File: src/rtl/sysctl_cop_pkg.sv
package sysctl_cop_pkg;
  localparam int IDX_W    = 4;
  localparam int OP_W     = 5;
  localparam int NUM_REGS = 4;
  localparam int SEL_W    = $clog2(NUM_REGS);
  localparam int ACT_W    = 8;

  localparam logic [IDX_W-1:0] IDX_ID    = 4'd0;
  localparam logic [IDX_W-1:0] IDX_CACHE = 4'd5;
  localparam logic [IDX_W-1:0] IDX_TLB   = 4'd6;

  localparam logic [OP_W-1:0] OP_TLB_LO = 5'd2;
  localparam logic [OP_W-1:0] OP_TLB_HI = 5'd6;

  typedef enum logic [1:0] {
    RD_ZERO,
    RD_ID,
    RD_CTYPE,
    RD_REG
  } rdSel_e;

  typedef struct packed {
    logic [NUM_REGS-1:0] regWr;
    logic                cacheReq;
    logic [ACT_W-1:0]    cacheAct;
    logic                lineOp;
    logic                tlbInv;
    logic                err;
    rdSel_e              rdSel;
    logic [SEL_W-1:0]    rdReg;
  } copStrobes_t;

  // Operation code to one-hot action bit for index 5; returns ACT_W when undefined
  function automatic int cacheActBit(input logic [OP_W-1:0] op);
    case (op)
      5'd28:   return 0;
      5'd20:   return 1;
      5'd12:   return 2;
      5'd10:   return 3;
      5'd14:   return 4;
      5'd13:   return 5;
      5'd11:   return 6;
      5'd15:   return 7;
      default: return ACT_W;
    endcase
  endfunction

  localparam int FIRST_LINE_ACT = 5;
endpackage

File: src/rtl/sysctl_cop_ctrl.sv
module sysctl_cop_ctrl
  import sysctl_cop_pkg::*;
(
  input  logic             wrEn,
  input  logic             rdEn,
  input  logic [IDX_W-1:0] regIdx,
  input  logic [OP_W-1:0]  opCode,
  output copStrobes_t      strb
);

  logic wrErr;
  logic rdErr;
  int   actBit;

  assign actBit = cacheActBit(opCode);

  // Write decode
  always_comb begin
    strb.regWr    = '0;
    strb.cacheReq = 1'b0;
    strb.cacheAct = '0;
    strb.lineOp   = 1'b0;
    strb.tlbInv   = 1'b0;
    wrErr         = 1'b0;
    if (wrEn) begin
      if (regIdx == IDX_CACHE) begin
        for (int b = 0; b < ACT_W; b++) begin
          if (actBit == b) begin
            strb.cacheReq    = 1'b1;
            strb.cacheAct[b] = 1'b1;
            strb.lineOp      = (b >= FIRST_LINE_ACT);
          end
        end
      end else if (regIdx == IDX_TLB) begin
        strb.tlbInv = (opCode >= OP_TLB_LO) && (opCode <= OP_TLB_HI);
      end else begin
        wrErr = 1'b1;
        for (int i = 0; i < NUM_REGS; i++) begin
          if (regIdx == IDX_W'(i + 1)) begin
            if (opCode == '0) begin
              strb.regWr[i] = 1'b1;
              wrErr         = 1'b0;
            end
          end
        end
      end
    end
  end

  // Read decode
  always_comb begin
    strb.rdSel = RD_ZERO;
    strb.rdReg = '0;
    rdErr      = 1'b0;
    if (rdEn) begin
      rdErr = 1'b1;
      if (regIdx == IDX_ID && opCode == OP_W'(0)) begin
        strb.rdSel = RD_ID;
        rdErr      = 1'b0;
      end else if (regIdx == IDX_ID && opCode == OP_W'(1)) begin
        strb.rdSel = RD_CTYPE;
        rdErr      = 1'b0;
      end else begin
        for (int i = 0; i < NUM_REGS; i++) begin
          if (regIdx == IDX_W'(i + 1) && opCode == '0) begin
            strb.rdSel = RD_REG;
            strb.rdReg = SEL_W'(i);
            rdErr      = 1'b0;
          end
        end
      end
    end
  end

  assign strb.err = wrErr | rdErr;

endmodule

File: src/rtl/sysctl_cop_dp.sv
module sysctl_cop_dp
  import sysctl_cop_pkg::*;
#(
  parameter int                DATA_W     = 32,
  parameter logic [DATA_W-1:0] CPU_ID     = 32'h4D_01_0863,
  parameter logic [DATA_W-1:0] CACHE_TYPE = 32'h0D_15_2112
) (
  input  logic              clk,
  input  logic              rstN,
  input  copStrobes_t       strb,
  input  logic [DATA_W-1:0] wrData,
  output logic [DATA_W-1:0] rdData,
  output logic              cacheReq,
  output logic [ACT_W-1:0]  cacheAct,
  output logic [DATA_W-1:0] lineAddr,
  output logic              tlbInvAll,
  output logic              accessErr
);

  logic [DATA_W-1:0] regQ [NUM_REGS];

  generate
    for (genvar g = 0; g < NUM_REGS; g++) begin : gen_reg
      always_ff @(posedge clk) begin
        if (!rstN)              regQ[g] <= '0;
        else if (strb.regWr[g]) regQ[g] <= wrData;
      end
    end
  endgenerate

  always_comb begin
    case (strb.rdSel)
      RD_ID:    rdData = CPU_ID;
      RD_CTYPE: rdData = CACHE_TYPE;
      RD_REG:   rdData = regQ[strb.rdReg];
      default:  rdData = '0;
    endcase
  end

  always_ff @(posedge clk) begin
    if (!rstN) begin
      cacheReq  <= 1'b0;
      cacheAct  <= '0;
      lineAddr  <= '0;
      tlbInvAll <= 1'b0;
      accessErr <= 1'b0;
    end else begin
      cacheReq  <= strb.cacheReq;
      cacheAct  <= strb.cacheAct;
      lineAddr  <= strb.lineOp ? wrData : '0;
      tlbInvAll <= strb.tlbInv;
      accessErr <= strb.err;
    end
  end

endmodule

File: src/rtl/sysctl_cop.sv
module sysctl_cop
  import sysctl_cop_pkg::*;
#(
  parameter int                DATA_W     = 32,
  parameter logic [DATA_W-1:0] CPU_ID     = 32'h4D_01_0863,
  parameter logic [DATA_W-1:0] CACHE_TYPE = 32'h0D_15_2112
) (
  input  logic              clk,
  input  logic              rstN,
  input  logic              wrEn,
  input  logic              rdEn,
  input  logic [IDX_W-1:0]  regIdx,
  input  logic [OP_W-1:0]   opCode,
  input  logic [DATA_W-1:0] wrData,
  output logic [DATA_W-1:0] rdData,
  output logic              cacheReq,
  output logic [ACT_W-1:0]  cacheAct,
  output logic [DATA_W-1:0] lineAddr,
  output logic              tlbInvAll,
  output logic              accessErr
);

  copStrobes_t strb;

  sysctl_cop_ctrl u_ctrl (
    .wrEn   (wrEn),
    .rdEn   (rdEn),
    .regIdx (regIdx),
    .opCode (opCode),
    .strb   (strb)
  );

  sysctl_cop_dp #(
    .DATA_W     (DATA_W),
    .CPU_ID     (CPU_ID),
    .CACHE_TYPE (CACHE_TYPE)
  ) u_dp (
    .clk       (clk),
    .rstN      (rstN),
    .strb      (strb),
    .wrData    (wrData),
    .rdData    (rdData),
    .cacheReq  (cacheReq),
    .cacheAct  (cacheAct),
    .lineAddr  (lineAddr),
    .tlbInvAll (tlbInvAll),
    .accessErr (accessErr)
  );

endmodule

File: config.mk
export PLATFORM = sky130hd
export DESIGN_NAME = sysctl_cop
export DESIGN_NICKNAME = d
export VERILOG_FILES = /design/src/rtl/sysctl_cop_pkg.sv /design/src/rtl/sysctl_cop_ctrl.sv /design/src/rtl/sysctl_cop_dp.sv /design/src/rtl/sysctl_cop.sv
export SDC_FILE = /design/constraint.sdc
export NUM_CORES = 1
export LEC_CHECK = 0
export BUFFER_PORTS_ARGS = -buffer_cell sky130_fd_sc_hd__buf_2
export CAP_MARGIN = 20
export CORE_MARGIN = 10
export CORE_UTILIZATION = 61
export CTS_CLUSTER_SIZE = 24
export DETAILED_ROUTE_END_ITERATION = 10
export PLACE_DENSITY = 0.95
export SLEW_MARGIN = 20
export SYNTH_ARGS = -nofsm -noshare
export SYNTH_HDL_FRONTEND = slang
export SYNTH_HIERARCHICAL = 1
export SYNTH_SLANG_ARGS = --single-unit
File: constraint.sdc
create_clock -name clk -period 5.1 [get_ports clk]
set_clock_uncertainty 0.1 [all_clocks]
set_input_delay 1.02 -clock clk [delete_from_list [all_inputs] [get_ports clk]]
set_output_delay 1.02 -clock clk [all_outputs]
set_load 0.02 [all_outputs]
# == Yosys cells after proc, flatten, opt, wreduce, memory -nomap -nowiden ==
# Memories as Yosys holds them, arrays and structs flattened.
# Index checks and enable logic that the tools add are counted.
# classes
add_sub_neg,0
mul,0
div,0
magnitude_cmp,2
n_eq_ne,17
shifts,0
n_mux,78
n_bitwise,8
n_reduce_logical,13
# op_table
operator,count
"== test 32 x 4 -> 1 bit, second input constant",4
two-way mux 32 bit,4
case mux 32 bit (3 select lines),1
"== test 32 x 3 -> 1 bit, second input constant",2
two-way mux 1 bit,58
"== test 32 x 2 -> 1 bit, second input constant",1
zero test 32 bit,1
two-way mux 4 bit,7
two-way mux 15 bit,1
"== test 4 x 3 -> 1 bit, second input constant",3
two-way mux 2 bit,6
two-way mux 10 bit,1
"== test 4 x 2 -> 1 bit, second input constant",2
logical AND 1 bit,7
"== test 5 x 1 -> 1 bit, second input constant",1
">= comparator 5 x 2 -> 1 bit, second input constant",1
"<= comparator 5 x 3 -> 1 bit, second input constant",1
zero test 5 bit,1
bitwise OR 1 bit,5
"== test 2 bit, second input constant",2
"== test 4 x 1 -> 1 bit, second input constant",1
zero test 4 bit,1
OR reduction 4 bit,1
inverter 1 bit,3
other kinds (3),3
# word_totals
regBits,43
latchBits,0
mem_bits_rw,128
mem_bits_ro,128
inputBits,45
out_inout_bits,75
wordCells,125
memories,2
# mem_list
name,depth,width,read_ports,rd_clocked_by_memory_dff,write_ports,line,rtl
(no name shown),32,4,1,0,0,sysctl_cop_pkg.sv:35,case (op)
u_dp.regQ,4,32,1,0,4,sysctl_cop_dp.sv:20,logic [DATA_W-1:0] regQ [NUM_REGS];

# == Logic depth before layout (Yosys ltp) ==
# Gate-level depths: netlist of the first run.
# An unclocked memory read counts as a cell.
# logic_depth
depth_word,16
mapped_depth,11
mapped_depth_nobuf,8

# == Modules after synthesis ==
# The synthesis of the first run kept the hierarchy.
# modules_own_cells
module,n_inst,cells_each,area_per_inst_um2,seq_area_each_um2
sysctl_cop_dp,1,508,7098.1,4704.5
sysctl_cop_ctrl,1,76,549.3,0.0

# == Worst setup path after synthesis of the first run ==
# OpenSTA, ideal clock, no wires.
# synth_timing
path_kind,in2out
startpoint,input opCode[0]
endpoint,output rdData[24]
arrival_time_ns,3.108
t_required_ns,3.980
setup_slack_ns,0.872
stages,10
n_path_buf,3
cell_sequence,inv_1 -> ha_1 -> buf_2 -> nor2b_1 -> nand3_1 -> nor3_1 -> clkbuf_2 -> clkbuf_8 -> a2111oi_0 -> nor3_1
# synth_rtl
item,line,rtl
start: declaration,sysctl_cop.sv:13,"input logic [OP_W-1:0] opCode,"
end: declaration,sysctl_cop.sv:15,"output logic [DATA_W-1:0] rdData,"

==> results.md, run 1 <==
* Vias at approximately 5,500
* Synth cell types at 48
* Setup TNS at 0 ns
* Final instance area at between 8000 and 9000 um^2
* Row Count at 40
* Global route overflow at 0
* Fillers at approximately 760
* First-pass GRT wire length at ~32,000 um
* Clock net sink count at approximately 170
* Cell area after placement at 8376 um^2
* Clock root cell: clkbuf_16
* Worst EP required at 3.98 ns
* Vias in the first global route at roughly 5,600
* Final Wtd Congestion at 0.8406
* Layout Nets at about 730
* Iteration-0 DRC Markers at roughly 640
* Pins Over Slew Limit at 0
* Net Switching at about 0.63 mW
* Status: completed
* TritonRoute pass-1 iters at 5
* Hold Crit Class: in -> reg
* Area delta synth->final at 17.31%
* CTS Buf Count at 17
* Mapped Area at 7647 um^2
* Most common cell after layout, fill and taps aside: and3_1
* MaxCap Viol Count at 0
* Pin count of the biggest net entering global routing at 135
* Clk slew on worst S/H paths at ~0.060 ns
* Register bit count reported by yosys at approximately 170
* Post-DRT Antenna Nets at 0
* Worst-case vdd ir drop at 285.0 uV
* Hold Crit Depth at 2
* Post-Syn Area per Cell at about 13 um^2
* Initial Utilization at a little over three fifths
* Final Cycle Share at between 90% and 100%
* Antenna diodes at 0
* Worst Path Max Fanout at 39
* Post-route DRC violation count at 0
* Share of layout cells above drive strength 1 at 29.35%
* Worst-Margin Slew at between 1 and 1.5 ns
* Crit. End Element: output pin
* Sw frac at a little over a fifth
* Relative slew slack at a little under a third
* Yosys warning count at 6
* Global Route Usage Sum at a little under a quarter
* Most frequent cells in the layout: and3_1 (170), edfxtp_1 (128), buf_2 (118), dfxtp_1 (43), nor2b_1 (26)
* Postcts setup bufs at 0
* WL final at between 20,000 and 25,000 um
* Initial antenna violation count at 0
* Pint at 2.337 mW
* Maximum clock insertion buffer count at 2
* Final setup fails at 0
* Port Buffers at 119
* Top Family by Delay on Critical Path: simple AND/OR/NAND/NOR gates
* Static leakage at between 3 and 4 nW
* Drt wl/cell at 23.31 um
* Post-CTS sizing at 0
* Core ar. at approximately 12,000 um^2
* RSZ-0062 raised after global routing: no
* Final period demand of the worst path at roughly 4.9 ns
* Fmax at around 0.21 GHz
* Worst Hold Endpoint: u_dp/lineAddr[21]$_SDFF_PN0_
* Tot Pwr at between 2 and 3 mW
* Synthesized Nets at 633
* Final Hold Fails at 0
* Die area at 17,410 um^2
* Hold Crit Start: wrData[21]
* Register area share after synthesis at between 60% and 70%
* Largest stage delay, worst path at a little over 0.4 ns
* Final HPWL DP at around 12,000 um
* Comb power frac at 4.7%
* Die Wd at around 130 um
* Slowest-stage cell, CP: a2111oi_2
* Seq pwr share at roughly 53%
* H-tree Lvls at 4
* Startpoint Class: primary input
* Critical path class: in -> out
* PwrDens at about 330 nW/um^2
* CP cell instances: buf_2 > inv_1 > ha_1 > nor2b_1 > nand3_1 > nor3_2 > buf_12 > nor2b_1 > a2111oi_2 > nor3_1 > buf_2
* Clock network fraction of total power at around 43%
* Die Y at between 100 and 150 um
* CTS tree: done
* Via density at about 6.3
* Worst path buffer plus inverter count at 4
* Mapped Cells at 584
* WP data arrival at between 3 and 4 ns
* CTS Hold Bufs at 0
* I/O pin cnt at 120
-- power groups by stage --
stage	sequential [mW]	combinational, mW	clock [mW]
final	1.56	0.139	1.27
after global placement	1.59	0.129	0
after CTS	1.56	0.137	1.27
after global routing	1.57	0.150	1.33
after floorplan	1.58	0.0767	0
after detailed placement	1.59	0.135	0
-- flip-flops by register name (all words and copies together), names as in the netlist --
register,count
u_dp/lineAddr,32
u_dp/tlbInvAll,1
u_dp/regQ,128
u_dp/accessErr,1
u_dp/cacheReq,1
u_dp/cacheAct,8
-- Yosys cell counts (all sizes together) --
cell     count  area (um^2)
a211oi       5        37.54
nor4b        4        47.55
nor4         7        43.79
or4          2        18.77
a32o         1        10.01
or2          1        6.260
a311oi       2        17.52
inv          3        11.26
buf         16        123.9
o21ai        4        20.01
o32a         1        10.01
nand2b       6        37.54
a32oi        3        26.28
xnor2        2        17.52
nand2       15        58.81
mux2i       20        200.2
dfxtp       43        860.8
nand3b       1        7.510
or3          1        6.260
and2        11        68.82
o21a         2        15.01
nor2b       26        162.7
a2111oi      6        77.58
and3       170         1064
nor3b        3        22.52
nor2         4        15.01
and3b        1        8.760
nand3       14        70.07
clkbuf      38        155.1
edfxtp     128         3844
nor3         9        45.04
and2b        9        67.56
a21oi        2        10.01
mux2         1        11.26
mux4        17        382.9
o31a         1        10.01
nand4        1        6.260
ha           4        50.05
-- layout make-up --
type                            instances  area [um^2]  share of cell area, %
Timing Repair Buffer                  133        728.2                  8.117
Clock buffer                           22        539.3                  6.011
Sequential cell                       171         4705                  52.44
Tap cell                              168        210.2                  2.343
Inverter                                3        11.26                 0.1255
Clock inverter                         10        55.05                 0.6137
Multi-Input combinational cell        356         2723                  30.35
-- per-layer routing --
layer  share of wire (%)  up-vias  GRT usage (%)  routed length, um
met2                  51      337          37.26              10190
li1                    -     2412              -                  -
met5                   0        -              0                  0
met4                 2.4        0          9.333                473
met3                 9.1       45          6.822               1839
met1                  38     2669          28.02               7612
-- how the worst max path moves through the flow --
stage	startpoint	to	slack, ns	cells after the start
after CTS	opCode[1]	rdData[16]	0.20	11
after global placement	opCode[1]	rdData[25]	0.42	10
final	opCode[1]	rdData[16]	0.22	11
after floorplan	opCode[0]	rdData[24]	0.87	10
after detailed placement	opCode[1]	rdData[24]	0.25	11
after global routing	opCode[1]	rdData[16]	0.007	11
-- metrics by stage --
stage	hold WS (ns)	worst slack [ns]	utilization (%)	cells
6_report	0.7798	0.2234	73.77	863
4_1_cts	0.7673	0.1966	73.76	863
3_3_place_gp	1.197	0.4220	68.87	831
3_5_place_dp	1.210	0.2533	68.87	831
5_1_grt	0.7791	0.007295	73.77	863
2_1_floorplan	1.079	0.8721	-	584
-- kinds of logic (layout without fill, tap and decap cells) --
family	after synthesis	after routing	synth area share, %
simple gates	285	285	22.97
flops	171	171	61.52
buf+inv	57	168	3.796
mux	38	38	7.772
compound gates	27	27	3.060
fa+ha+maj	4	4	0.6545
xor+xnor	2	2	0.2291
No activity file was read; power rests on OpenSTA's default activity.
==> run 2, diff against run 1 <==
--- a/config.mk
+++ b/config.mk
@@ -5,6 +5,7 @@
 export SDC_FILE = /design/constraint.sdc
 export NUM_CORES = 1
 export LEC_CHECK = 0
+export ABC_AREA = 1
 export BUFFER_PORTS_ARGS = -buffer_cell sky130_fd_sc_hd__buf_2
 export CAP_MARGIN = 20
 export CORE_MARGIN = 10
==> run 2 against run 1 <==
  * Routed wire length decreased by 3.6%
  * Sequential share of layout area increased by 0.73 points
  * Die area decreased by 1.0%
  * Sequential cell count unchanged
  * Maximum frequency increased by 6.8%
  * Non-clock buffer count decreased by 4
  * Sequential power about the same
  * Design area decreased by 1.4%
  * Largest cell class unchanged
  * Highest routed layer is now met5
==> results.md, run 2 <==
* I/O pin cnt at 120 (unchanged)
* Initial antenna violation count at 1 (was 0)
* Most frequent cells after synthesis: nor2_1 (255), nand2_1 (139), edfxtp_1 (128) (was and3_1 (170), edfxtp_1 (128), dfxtp_1 (43))
* Synth cell types at 24 (was 48)
* Final HPWL DP at 12,010 um (was 12,000 um)
* Most flop-heavy register: u_dp/regQ (unchanged)
* Static leakage at 4.266 nW (was 3.967 nW)
* Yosys warning count at 6 (unchanged)
* Antenna diodes at 0 (unchanged)
* Mapped Area at 7553 um^2 (was 7647 um^2)
* Hold Crit Class: in -> reg (unchanged)
* Register bit count reported by yosys at 171 (unchanged)
* Die Y at 131.3 um (was 132.0 um)
* Clock net sink count at 171 (unchanged)
* Cell area after placement at 8277 um^2 (was 8376 um^2)
* Post-route DRC violation count at 0 (unchanged)
* Startpoint Class: primary input (unchanged)
* Post-synth EDFFs at 128 (unchanged)
* Worst-Margin Slew at 0.9395 ns (was 1.020 ns)
* Critical path class: in -> out (unchanged)
* Crit. End Element: output pin (unchanged)
* Pin count of the biggest net entering global routing at 63 (was 135)
* RSZ-0062 raised after global routing: no (unchanged)
* Core ar. at 12,060 um^2 (was 12,160 um^2)
* Maximum clock insertion buffer count at 2 (unchanged)
* Register area share after synthesis at 62.28% (was 61.52%)
* Die Wd at 131.3 um (was 132.0 um)
* Final instance area at 8847 um^2 (was 8971 um^2)
* Share of layout cells above drive strength 1 at 18.30% (was 29.35%)
* Most common cell after layout, fill and taps aside: nor2_1 (was and3_1)
* Top-area cell type share of the netlist area at 50.89% (was 50.26%)
* Worst Path Max Fanout at 39 (unchanged)
* CTS tree: done (unchanged)
* Via density at 5.356 (was 6.330)
* WL final at 19,390 um (was 20,110 um)
* Worst-case vdd ir drop at 296.3 uV (was 285.0 uV)
* Synth area leader: edfxtp_1 (unchanged)
* Main flop type after synthesis: edfxtp_1 (unchanged)
* CTS Buf Count at 17 (unchanged)
* CTS Hold Bufs at 0 (unchanged)
* Relative slew slack at 37.15% (was 31.98%)
* TritonRoute pass-1 iters at 6 (was 5)
* Global route overflow at 0 (unchanged)
* Die area at 17,230 um^2 (was 17,410 um^2)
* Most frequent cells in the layout: nor2_1 (255), nand2_1 (135), edfxtp_1 (128), inv_1 (127), buf_2 (119) (was and3_1 (170), edfxtp_1 (128), buf_2 (118), dfxtp_1 (43), nor2b_1 (26))
* Status: completed (unchanged)
* Layout Nets at 1,014 (was 731)
* Mapped Cells at 856 (was 584)
* PwrDens at 332.2 nW/um^2 (was 330.9 nW/um^2)
* Drt wl/cell at 16.92 um (was 23.31 um)
* Worst EP required at 3.98 ns (about the same)
* Final Cycle Share at 89.53% (was 95.62%)
* MaxCap Viol Count at 0 (unchanged)
* Most common cell in the netlist: nor2_1 (was and3_1)
* Fmax at 0.2190 GHz (was 0.2051 GHz)
* Row Count at 40 (unchanged)
* Final period demand of the worst path at 4.566 ns (was 4.877 ns)
* Biggest registers after layout: u_dp/regQ (128), u_dp/lineAddr (32), u_dp/cacheAct (8) (unchanged)
* Area delta synth->final at 17.13% (was 17.31%)
* WP data arrival at 3.45 ns (was 3.76 ns)
* Largest stage delay, worst path at 0.41 ns (about the same)
* CP cell instances: buf_2 > inv_1 > ha_1 > nand3_1 > inv_1 > nand3_2 > a21oi_4 > inv_2 > buf_4 > nand2_1 > nand3_1 > nand2_1 > nand2_1 > nand2_1 > buf_2 (was buf_2 > inv_1 > ha_1 > nor2b_1 > nand3_1 > nor3_2 > buf_12 > nor2b_1 > a2111oi_2 > nor3_1 > buf_2)
* Pins Over Slew Limit at 0 (unchanged)
* Clk slew on worst S/H paths at 0.06 ns (about the same)
* Final Hold Fails at 0 (unchanged)
* Initial Utilization at 62.62% (was 62.88%)
* Postcts setup bufs at 0 (unchanged)
* Port Buffers at 119 (unchanged)
* Final setup fails at 0 (unchanged)
* Vias in the first global route at 6,261 (was 5,647)
* Vias at 6,138 (was 5,463)
* Global Route Usage Sum at 22.28% (was 22.95%)
* Iteration-0 DRC Markers at 696 (was 641)
* Setup TNS at 0 ns (unchanged)
* Post-CTS sizing at 0 (unchanged)
* Post-Syn Area per Cell at 8.824 um^2 (was 13.09 um^2)
* Post-synth ARST share at 0% (unchanged)
* H-tree Lvls at 4 (unchanged)
* Largest register FFs at 128 (unchanged)
* Final Wtd Congestion at 0.8753 (was 0.8406)
* Slowest-stage cell, CP: a21oi_4 (was a2111oi_2)
* First-pass GRT wire length at 30,910 um (was 31,710 um)
* Clock root cell: clkbuf_16 (unchanged)
* Largest cells by area after synthesis: edfxtp_1 (51%), nor2_1 (13%), dfxtp_1 (11%), nand2_1 (6.9%), inv_1 (6.3%) (was edfxtp_1 (50%), and3_1 (14%), dfxtp_1 (11%), mux4_2 (5.0%), mux2i_1 (2.6%))
* CP most frequent cell: nand2_1
* Synthesized Nets at 905 (was 633)
* Post-DRT Antenna Nets at 0 (unchanged)
[run 2: changes by cell type after synthesis, moves of 20 or more]
| cell | before | now |
|---|---|---|
| mux2i_1 | 20 | 0 |
| a21oi_1 | 2 | 23 |
| clkbuf_1 | 35 | 10 |
| inv_1 | 3 | 127 |
| nand2_1 | 14 | 139 |
| and3_1 | 170 | 0 |
| nor2b_1 | 26 | 0 |
| nor2_1 | 4 | 255 |
| nand3_1 | 14 | 43 |
[run 2: critical path: cells and delay by family]
family                   cells  cell delay [ns]
buffers and inverters        6             1.08
AND/OR/NAND/NOR              7             0.76
AO/OA/AOI/OAI                1             0.41
adder cells (fa/ha/maj)      1             0.17
[run 2: metrics by stage]
| stage | cells | power [mW] | util, % | hold slack, ns | setup slack, ns |
|---|---|---|---|---|---|
| CTS | 1146 | 2.945 | 73.35 | 0.7559 | 0.5769 |
| floorplan | 856 | 1.666 | - | 1.095 | 1.333 |
| global placement | 1113 | 1.710 | 68.50 | 1.200 | 0.6984 |
| detailed placement | 1114 | 1.720 | 68.62 | 1.206 | 0.6202 |
| global route | 1146 | 3.029 | 73.35 | 0.7855 | 0.3710 |
| finish | 1146 | 2.939 | 73.35 | 0.7664 | 0.5339 |
[run 2: worst paths after layout]
path,from,to,depth (start not counted)
worst max-delay path,opCode[1],rdData[13],15
worst min-delay path,wrData[17],u_dp/lineAddr[17]$_SDFF_PN0_,3
[run 2: layout make-up]
cell class                 count  area [um^2]
sequential                   171         4705
inverter                     128        480.5
fill                         829         3214
timing repair buffer         129        690.7
tap                          168        210.2
clock buffer                  19        442.9
clock inverter                13        127.6
multi-input combinational    518         2191
[run 2: per-layer routing]
metal  routed length [um]  share of wire [%]  track usage [%]  vias to the layer above
li1                     -                  -                -                     2886
met1                 7023                 36            24.12                     2850
met2                 9893                 51            39.07                      350
met3                 1952                 10            7.127                       50
met4                  507                2.6            9.827                        2
met5                   18              0.093                0                        -
[run 2: cell families after synthesis]
kind of cell / count (synthesis) / share of synthesized area, %
adders and majority gates: 4 / 0.6626
buffers and inverters: 167 / 9.144
DFF: 171 / 62.28
AOI/OAI and AO/OA: 61 / 4.125
and+or+nand+nor: 453 / 23.79
[run 2: where the power goes]
group	internal, mW	switching, mW	total (mW)	leakage, nW
clock network	0.727	0.517	1.24	0.274
registers	1.54	0.0157	1.56	1.56
logic	0.0382	0.0962	0.134	2.43
